$ cat src/rtl/trilin_addr_pkg.sv
// Package: shared constants for the trilinear cubic address generator.
// Assumes eight interleaved memories, one per corner of a 2x2x2 neighbourhood.
package trilin_addr_pkg;
    localparam int NUM_MEM  = 8;
    localparam int QUAD_MEM = 4;
    localparam int AXIS_X   = 0;
    localparam int AXIS_Y   = 1;
    localparam int AXIS_Z   = 2;

    // Axis bit of a memory index: 1 means the plain half coordinate is used.
    function automatic bit mem_takes_plain(input int mem, input int axis);
        return ((mem >> axis) & 1) == 1;
    endfunction
endpackage

$ cat src/rtl/trilin_coord_stage.sv
// Module: first pipeline stage. It registers, per axis, the rounded-up half
// (V>>1)+V[0] and the plain half V>>1 of a sample, together with the dataset
// size, the mode and the z parity. Assumes the coordinates keep the whole
// neighbourhood inside the dataset (V <= extent-2).
module trilin_coord_stage #(
    parameter int COORD_W = 9,
    parameter int LG_W    = 4
) (
    input  logic               clk,
    input  logic               rst_n,
    input  logic               vld_i,
    input  logic [COORD_W-1:0] vx_i,
    input  logic [COORD_W-1:0] vy_i,
    input  logic [COORD_W-1:0] vz_i,
    input  logic [LG_W-1:0]    lgx_i,
    input  logic [LG_W-1:0]    lgy_i,
    input  logic               quad_i,
    output logic               vld_o,
    output logic [COORD_W-1:0] upx_o,
    output logic [COORD_W-1:0] lox_o,
    output logic [COORD_W-1:0] upy_o,
    output logic [COORD_W-1:0] loy_o,
    output logic [COORD_W-1:0] upz_o,
    output logic [COORD_W-1:0] loz_o,
    output logic [LG_W-1:0]    lgx_o,
    output logic [LG_W-1:0]    lgy_o,
    output logic               quad_o,
    output logic               zodd_o
);
    logic [COORD_W-1:0] hx, hy, hz;

    // Plain halves of the incoming coordinates.
    always_comb begin
        hx = vx_i >> 1;
        hy = vy_i >> 1;
        hz = vz_i >> 1;
    end

    // Valid flag: cleared by reset, follows the input every cycle.
    always_ff @(posedge clk) begin
        if (!rst_n) vld_o <= 1'b0;
        else        vld_o <= vld_i;
    end

    // Data registers: loaded only with a valid sample.
    always_ff @(posedge clk) begin
        if (!rst_n) begin
            upx_o  <= '0;
            lox_o  <= '0;
            upy_o  <= '0;
            loy_o  <= '0;
            upz_o  <= '0;
            loz_o  <= '0;
            lgx_o  <= '0;
            lgy_o  <= '0;
            quad_o <= 1'b0;
            zodd_o <= 1'b0;
        end else if (vld_i) begin
            upx_o  <= hx + COORD_W'(vx_i[0]);
            lox_o  <= hx;
            upy_o  <= hy + COORD_W'(vy_i[0]);
            loy_o  <= hy;
            upz_o  <= hz + COORD_W'(vz_i[0]);
            loz_o  <= hz;
            lgx_o  <= lgx_i;
            lgy_o  <= lgy_i;
            quad_o <= quad_i;
            zodd_o <= vz_i[0];
        end
    end

    // the rounded-up half never differs from the plain half by more than one.
    assert_half_step_R3: assert property (@(posedge clk) disable iff (!rst_n)
        vld_o |-> ((upx_o - lox_o) <= COORD_W'(1)) &&
                  ((upy_o - loy_o) <= COORD_W'(1)) &&
                  ((upz_o - loz_o) <= COORD_W'(1)));
endmodule

$ cat src/rtl/trilin_cubic_map.sv
// Module: combinational cubic address of one halved coordinate triple.
// The sub-cube index is laid out with the per-memory extents 2^(lg-1),
// all products are shifts. Assumes lg >= SUB_LG+1 on both axes.
module trilin_cubic_map #(
    parameter int COORD_W = 9,
    parameter int LG_W    = 4,
    parameter int SUB_LG  = 3,
    parameter int ADDR_W  = 24
) (
    input  logic [COORD_W-1:0] x_i,
    input  logic [COORD_W-1:0] y_i,
    input  logic [COORD_W-1:0] z_i,
    input  logic [LG_W-1:0]    lgx_i,
    input  logic [LG_W-1:0]    lgy_i,
    output logic [ADDR_W-1:0]  addr_o
);
    localparam int SUB_MASK = (1 << SUB_LG) - 1;

    logic [ADDR_W-1:0] cx, cy, cz, ox, oy, oz, cube_idx, offs;
    int                sh_y, sh_z;

    // Split every axis into its sub-cube number and in-cube offset.
    always_comb begin
        cx = ADDR_W'(x_i >> SUB_LG);
        cy = ADDR_W'(y_i >> SUB_LG);
        cz = ADDR_W'(z_i >> SUB_LG);
        ox = ADDR_W'(x_i & COORD_W'(SUB_MASK));
        oy = ADDR_W'(y_i & COORD_W'(SUB_MASK));
        oz = ADDR_W'(z_i & COORD_W'(SUB_MASK));
    end

    // Row and slice strides of the sub-cube grid, as shift distances.
    always_comb begin
        sh_y = int'(lgx_i) - 1 - SUB_LG;
        sh_z = int'(lgx_i) + int'(lgy_i) - 2 - 2 * SUB_LG;
    end

    // Sub-cube index, in-cube offset and final address.
    always_comb begin
        cube_idx = cx + (cy << sh_y) + (cz << sh_z);
        offs     = ox + (oy << SUB_LG) + (oz << (2 * SUB_LG));
        addr_o   = (cube_idx << (3 * SUB_LG)) + offs;
    end
endmodule

$ cat src/rtl/trilin_cubic_addr_gen.sv
// Module: top of the trilinear neighbourhood address generator. Stage one
// halves the coordinates, eight generated lanes form one cubic address per
// memory, stage two registers them, remapped for the four-module layout.
// Latency is two clocks. Assumes power-of-two extents and sub-cube size.
module trilin_cubic_addr_gen
    import trilin_addr_pkg::*;
#(
    parameter int COORD_W = 9,
    parameter int SUB_LG  = 3,
    parameter int LG_W    = $clog2(COORD_W + 1),
    parameter int ADDR_W  = 3 * (COORD_W - 1)
) (
    input  logic                      clk,
    input  logic                      rst_n,
    input  logic                      smp_vld_i,
    input  logic [COORD_W-1:0]        vox_x_i,
    input  logic [COORD_W-1:0]        vox_y_i,
    input  logic [COORD_W-1:0]        vox_z_i,
    input  logic [LG_W-1:0]           dim_lgx_i,
    input  logic [LG_W-1:0]           dim_lgy_i,
    input  logic                      four_mode_i,
    output logic                      addr_vld_o,
    output logic [NUM_MEM*ADDR_W-1:0] addr_o
);
    logic               s1_vld, s1_quad, s1_zodd;
    logic [COORD_W-1:0] upx, lox, upy, loy, upz, loz;
    logic [LG_W-1:0]    s1_lgx, s1_lgy;
    logic [ADDR_W-1:0]  lane_addr [NUM_MEM];
    logic [ADDR_W-1:0]  next_addr [NUM_MEM];
    logic [ADDR_W-1:0]  s2_addr   [NUM_MEM];
    logic               s2_quad;
    logic [1:0]         since_rst;

    trilin_coord_stage #(.COORD_W(COORD_W), .LG_W(LG_W)) u_stage1 (
        .clk   (clk),
        .rst_n (rst_n),
        .vld_i (smp_vld_i),
        .vx_i  (vox_x_i),
        .vy_i  (vox_y_i),
        .vz_i  (vox_z_i),
        .lgx_i (dim_lgx_i),
        .lgy_i (dim_lgy_i),
        .quad_i(four_mode_i),
        .vld_o (s1_vld),
        .upx_o (upx),
        .lox_o (lox),
        .upy_o (upy),
        .loy_o (loy),
        .upz_o (upz),
        .loz_o (loz),
        .lgx_o (s1_lgx),
        .lgy_o (s1_lgy),
        .quad_o(s1_quad),
        .zodd_o(s1_zodd)
    );

    // One coordinate select and cubic map per memory, then the lane remap.
    for (genvar m = 0; m < NUM_MEM; m++) begin : g_mem
        localparam bit PX = mem_takes_plain(m, AXIS_X);
        localparam bit PY = mem_takes_plain(m, AXIS_Y);
        localparam bit PZ = mem_takes_plain(m, AXIS_Z);

        trilin_cubic_map #(
            .COORD_W(COORD_W), .LG_W(LG_W), .SUB_LG(SUB_LG), .ADDR_W(ADDR_W)
        ) u_map (
            .x_i   (PX ? lox : upx),
            .y_i   (PY ? loy : upy),
            .z_i   (PZ ? loz : upz),
            .lgx_i (s1_lgx),
            .lgy_i (s1_lgy),
            .addr_o(lane_addr[m])
        );

        if (m < QUAD_MEM) begin : g_low
            // Lower lane: own memory, or its odd-z partner in four-module mode.
            always_comb next_addr[m] = (s1_quad && s1_zodd) ? lane_addr[m + QUAD_MEM]
                                                            : lane_addr[m];
        end else begin : g_high
            // Upper lane: silent in four-module mode.
            always_comb next_addr[m] = s1_quad ? '0 : lane_addr[m];
        end

        assign addr_o[m*ADDR_W +: ADDR_W] = s2_addr[m];
    end

    // Output stage: valid every cycle, addresses loaded only with valid data.
    always_ff @(posedge clk) begin
        if (!rst_n) begin
            addr_vld_o <= 1'b0;
            s2_quad    <= 1'b0;
            for (int m = 0; m < NUM_MEM; m++) s2_addr[m] <= '0;
        end else begin
            addr_vld_o <= s1_vld;
            if (s1_vld) begin
                s2_quad <= s1_quad;
                for (int m = 0; m < NUM_MEM; m++) s2_addr[m] <= next_addr[m];
            end
        end
    end

    // Cycles since reset, saturating: guards the two-deep latency check.
    always_ff @(posedge clk) begin
        if (!rst_n)                 since_rst <= 2'd0;
        else if (since_rst != 2'd2) since_rst <= since_rst + 2'd1;
    end

    // the valid flag emerges exactly two edges after the sample.
    assert_valid_latency_R2: assert property (@(posedge clk) disable iff (!rst_n)
        (since_rst == 2'd2) |-> (addr_vld_o == $past(smp_vld_i, 2)));

    // an idle stage leaves the address bundle unchanged.
    assert_idle_hold_R9: assert property (@(posedge clk) disable iff (!rst_n)
        !$past(s1_vld) |-> $stable(addr_o));

    // upper lanes stay silent while a four-module bundle is shown.
    assert_upper_quiet_R7: assert property (@(posedge clk) disable iff (!rst_n)
        (addr_vld_o && s2_quad) |-> (addr_o[NUM_MEM*ADDR_W-1:QUAD_MEM*ADDR_W] == '0));

    // rounding up on every axis never gives a lower cubic address.
    assert_corner_order_R4: assert property (@(posedge clk) disable iff (!rst_n)
        (addr_vld_o && !s2_quad) |-> (s2_addr[0] >= s2_addr[NUM_MEM-1]));
endmodule

$ cat config.mk
export PLATFORM = sky130hd
export DESIGN_NAME = trilin_cubic_addr_gen
export DESIGN_NICKNAME = d
export VERILOG_FILES = /design/src/rtl/trilin_addr_pkg.sv /design/src/rtl/trilin_coord_stage.sv /design/src/rtl/trilin_cubic_map.sv /design/src/rtl/trilin_cubic_addr_gen.sv
export SDC_FILE = /design/constraint.sdc
export NUM_CORES = 1
export LEC_CHECK = 0
export ABC_CLOCK_PERIOD_IN_PS = 6600
export BUFFER_PORTS_ARGS = -buffer_cell sky130_fd_sc_hd__buf_2
export CAP_MARGIN = 20
export CORE_AREA = 4 4 212 235
export CTS_CLUSTER_DIAMETER = 60
export DETAILED_ROUTE_END_ITERATION = 8
export DIE_AREA = 0 0 216 239
export PLACE_DENSITY_LB_ADDON = 0.25
export SLEW_MARGIN = 10
export SYNTH_ARGS = -nofsm -noshare
export SYNTH_HDL_FRONTEND = slang
export SYNTH_SLANG_ARGS = --single-unit
$ cat constraint.sdc
create_clock -name clk -period 6.6 [get_ports clk]
set_input_delay 1.65 -clock clk [delete_from_list [all_inputs] [get_ports clk]]
set_output_delay 1.65 -clock clk [all_outputs]
set_load 0.1 [all_outputs]
==> flow_metrics.py <==
metrics = {
    "synth": {
        "synthAdderAreaFrac": 0.124,
        "synth_most_common_cell": "nor2_1",
        "synth_xor_area_frac": 0.0809,
        "synthesis.nets": 1906,
        "synth-main-ff-cell": "edfxtp_1",
        "synth_edf_count": 159,
        "muxShareOfSynthArea": 0.0513,
        "yosysTopAreaCell": "edfxtp_1",
        "syn_inst": 1711,
        "synth_area_um2": 16400,
        "synthTopCellsByCount": "173 x nor2_1, 159 x edfxtp_1, 147 x ha_1",
        "synth.avg_cell_area_um2": 9.61,
        "ys_seq_area_frac": 0.367,
        "synth_top_family_by_area": "simple AND/OR/NAND/NOR gates",
        "synthArstFlopShare": 0,
        "yosys-top-cells-area": "edfxtp_1 29%, ha_1 11%, dfxtp_1 7.7%",
        "synth.distinct_cells": 91,
        "synth_compound_area_frac": 0.161,
        "yosys.area_share.simple": 0.177,
        "synth-seq-cells": 222,
        "yosys_warnings": 0,
        "synthDominantCellAreaShare": 0.290,
    },
    "power": {
        "power.leakage_nw": 8.64,
        "power.density_nw_per_um2": 221,
        "peakVddDrop_uv": 188,
    },
    "worst_setup_path": {
        "critPathArrivalTime_ns": 6.25,
        "crit_family": "compound AO/OA/AOI/OAI gates",
        "cp_slowest_cell": "ha_1",
        "rr_endpoint": "s2_addr[1][94]",
        "crit_chain": "buf_4 -> inv_2 -> ha_1 -> nand3b_2 -> nor2b_1 -> ha_1 -> and3_1 -> a2111oi_1 -> o21ai_0 -> nand3_1 -> xnor2_1 -> ha_1 -> a21oi_1 -> a21boi_0 -> or4_1 -> o21ai_0 -> o21ai_0 -> xnor2_1 -> nor2_1",
        "path_class": "reg -> reg",
        "worst_setup_path_start_kind": "register",
        "crit_path_max_fanout": 17,
        "worst-path-buf-inv": 2,
        "setup.worst_path.end_class": "register",
        "critPathMaxStageDelay_ns": 0.66,
        "cp.required_ns": 6.88,
        "reg2reg_slack_ns": 0.64,
        "r2r_cells": 19,
        "reg2reg_from": "u_stage1.lgx_o[2]",
    },
    "status": {
        "status": "finished clean",
    },
    "clocking": {
        "cts_tree": "done",
        "root_buffer": "clkbuf_16",
        "clock_path_buffers": 3,
        "cts_num_sinks": 222,
        "clock_latency_ns": 0.59,
        "numCtsBuffers": 29,
        "h-tree-depth": 1,
        "clk_pin_slew_worst_paths_ns": 0.06,
        "cts_setup_buffers": 0,
    },
    "sta": {
        "hold_viol_final": 0,
        "fin_crit_sh": 0.903,
        "setup_violations": 0,
        "relSlewSlack": 0.313,
        "finalSetupTns_ns": 0,
        "finClkSkew_ns": 0.0246,
        "worst_pin_slew_ns": 1.03,
        "final_max_slew_viol_count": 0,
        "rsz0062_at_grt": "no",
        "layout_min_cycle_time_ns": 5.96,
        "fmax_ghz": 0.168,
    },
    "finish": {
        "layout.nets": 2107,
        "stdcell_count": 2581,
        "final_util": 0.405,
        "drive_gt1_frac": 0.187,
        "syn_to_final_growth_pct": 16.6,
    },
    "floorplan": {
        "rows": 84,
        "die_height_um": 239,
        "initial_core_util": 0.347,
        "die_area_um2": 51600,
        "io-pin-count": 232,
        "core-area_um2": 47400,
        "die_width_um": 216,
    },
    "placement": {
        "io_buffers": 231,
        "post-dp-hpwl_um": 41700,
        "dp.cells": 2526,
        "gp_congestion": 0.912,
    },
    "worst_hold_path": {
        "hold_path_class": "reg -> reg",
        "hold_start": "u_stage1.upz_o[2]",
        "holdPathStages": 1,
        "whs_endpoint": "u_stage1.upz_o[2]",
    },
    "route": {
        "ant_nets": 0,
        "drcViolationCount": 0,
        "drt-total-wl_um": 53600,
        "routedWlPerCell_um": 20.7,
        "vias_per_cell": 5.35,
        "dr.first_iter.drc_count": 1005,
        "vias": 13799,
        "drt_first_pass_iters": 6,
    },
    "global_routing": {
        "grt_overflow": 0,
        "grt_max_degree": 111,
        "track_usage": 0.200,
        "grt_pass1_wl_um": 80800,
        "antenna_found_initial": 4,
        "grt_pass1_vias": 13684,
    },
    "flow_run": {
        "drv_cap": 0,
    },
}
[placed cells by master (no fill, tap or decap), types with 10 or more instances in the layout]
| cell type | netlist | final |
|---|---|---|
| nand2b_1 | 17 | 16 |
| xor2_1 | 68 | 68 |
| mux2_2 | 12 | 12 |
| nor3_1 | 24 | 24 |
| nor2_1 | 173 | 173 |
| nand3_1 | 37 | 37 |
| o22ai_1 | 30 | 30 |
| mux2i_1 | 57 | 57 |
| a31oi_1 | 10 | 10 |
| o211a_1 | 16 | 16 |
| a21oi_1 | 115 | 115 |
| a21o_1 | 35 | 35 |
| a211oi_1 | 21 | 21 |
| and2_1 | 35 | 35 |
| o21bai_1 | 12 | 12 |
| xnor2_1 | 82 | 82 |
| o21ai_0 | 52 | 52 |
| o211ai_1 | 11 | 11 |
| buf_2 | 2 | 230 |
| clkbuf_16 | 0 | 30 |
| o21a_1 | 25 | 25 |
| inv_1 | 24 | 24 |
| dfxtp_1 | 63 | 63 |
| and3_1 | 42 | 42 |
| nor2b_1 | 64 | 63 |
| ha_1 | 147 | 146 |
| buf_4 | 35 | 36 |
| nand3b_1 | 11 | 11 |
| edfxtp_1 | 159 | 159 |
| nand2_1 | 132 | 131 |
| nand4_1 | 15 | 15 |
[layout make-up]
type | count | area [um2]
Sequential cell | 222 | 6040
Fill cell | 4738 | 28200
Clock inverter | 20 | 220
Antenna cell | 1 | 2.50
Inverter | 26 | 97.6
Clock buffer | 34 | 766
Tap cell | 645 | 807
Timing Repair Buffer | 267 | 1440
Multi-Input combinational cell | 1366 | 9810
[cell families (layout without fill, tap and decap cells)]
group | count (synthesis) | in the layout
xor+xnor | 151 | 151
compound gates | 395 | 395
flops | 222 | 222
simple gates | 587 | 587
buf+inv | 123 | 347
other cells | 0 | 1
fa+ha+maj | 158 | 158
mux | 75 | 75
[power breakdown]
group / internal (mW) / switching, mW / total (mW)
combinational: 0.208 / 0.819 / 1.03
clock: 0.931 / 0.658 / 1.59
sequential: 1.58 / 0.0482 / 1.62
total: 2.72 / 1.53 / 4.24
[per-layer routing]
layer / part of all wire / GRT usage / up-vias
met4: 0.041 / 0.0790 / 6
met3: 0.057 / 0.0290 / 105
met5: 0.00050 / 0 / -
met2: 0.49 / 0.350 / 417
met1: 0.41 / 0.249 / 6610
li1: - / - / 6661
[sequential cells by signal, indices dropped and copies added, names as in the netlist]
| signal | flops |
|---|---|
| u_stage1.zodd_o | 1 |
| u_stage1.vld_o | 1 |
| u_stage1.lgx_o | 4 |
| u_stage1.lgy_o | 4 |
| u_stage1.upy_o | 9 |
| s2_addr | 159 |
| addr_vld_o | 1 |
| u_stage1.upx_o | 9 |
| u_stage1.quad_o | 1 |
| u_stage1.loy_o | 8 |
| u_stage1.loz_o | 8 |
| u_stage1.upz_o | 9 |
| u_stage1.lox_o | 8 |
[worst register-to-register path: stages (launching register included)]
cell and delay, ns:
dfxtp_1 0.34, buf_4 0.25, inv_2 0.16, ha_1 0.66, nand3b_2 0.36, nor2b_1 0.27
ha_1 0.34, and3_1 0.22, a2111oi_1 0.57, o21ai_0 0.27, nand3_1 0.21, xnor2_1 0.18
ha_1 0.33, a21oi_1 0.15, a21boi_0 0.13, or4_1 0.40, o21ai_0 0.36, o21ai_0 0.24
xnor2_1 0.18, nor2_1 0.06
[what timing repair did]
action                     in CTS  in global routing
hold buffers                    0                  0
resized for setup               0                  1
setup endpoints to repair       0                  1
[worst max path at each step]
| stage | from | to | cells after the start |
|---|---|---|---|
| after detailed placement | u_stage1.lgx_o[0] | s2_addr[1][94] | 22 |
| after global placement | u_stage1.lgx_o[0] | s2_addr[0][95] | 19 |
| after global routing | u_stage1.lgx_o[0] | s2_addr[1][94] | 22 |
| after CTS | u_stage1.lgx_o[0] | s2_addr[1][94] | 22 |
| final | u_stage1.lgx_o[2] | s2_addr[1][94] | 19 |
| after floorplan | rst_n | s2_addr[0][10] | 2 |
[stage by stage]
| stage | total power [mW] | hold WS [ns] | instance area (um2) | worst slack [ns] |
|---|---|---|---|---|
| 2_1_floorplan | 2.49 | 0.454 | 16400 | 0.603 |
| 3_3_place_gp | 2.68 | 0.464 | 18200 | 0.650 |
| 3_5_place_dp | 2.69 | 0.479 | 18200 | 0.632 |
| 4_1_cts | 4.31 | 0.491 | 19200 | 0.571 |
| 5_1_grt | 4.41 | 0.513 | 19200 | 0.0790 |
| 6_report | 4.24 | 0.489 | 19200 | 0.637 |
Power figures use the tool's default switching activity.
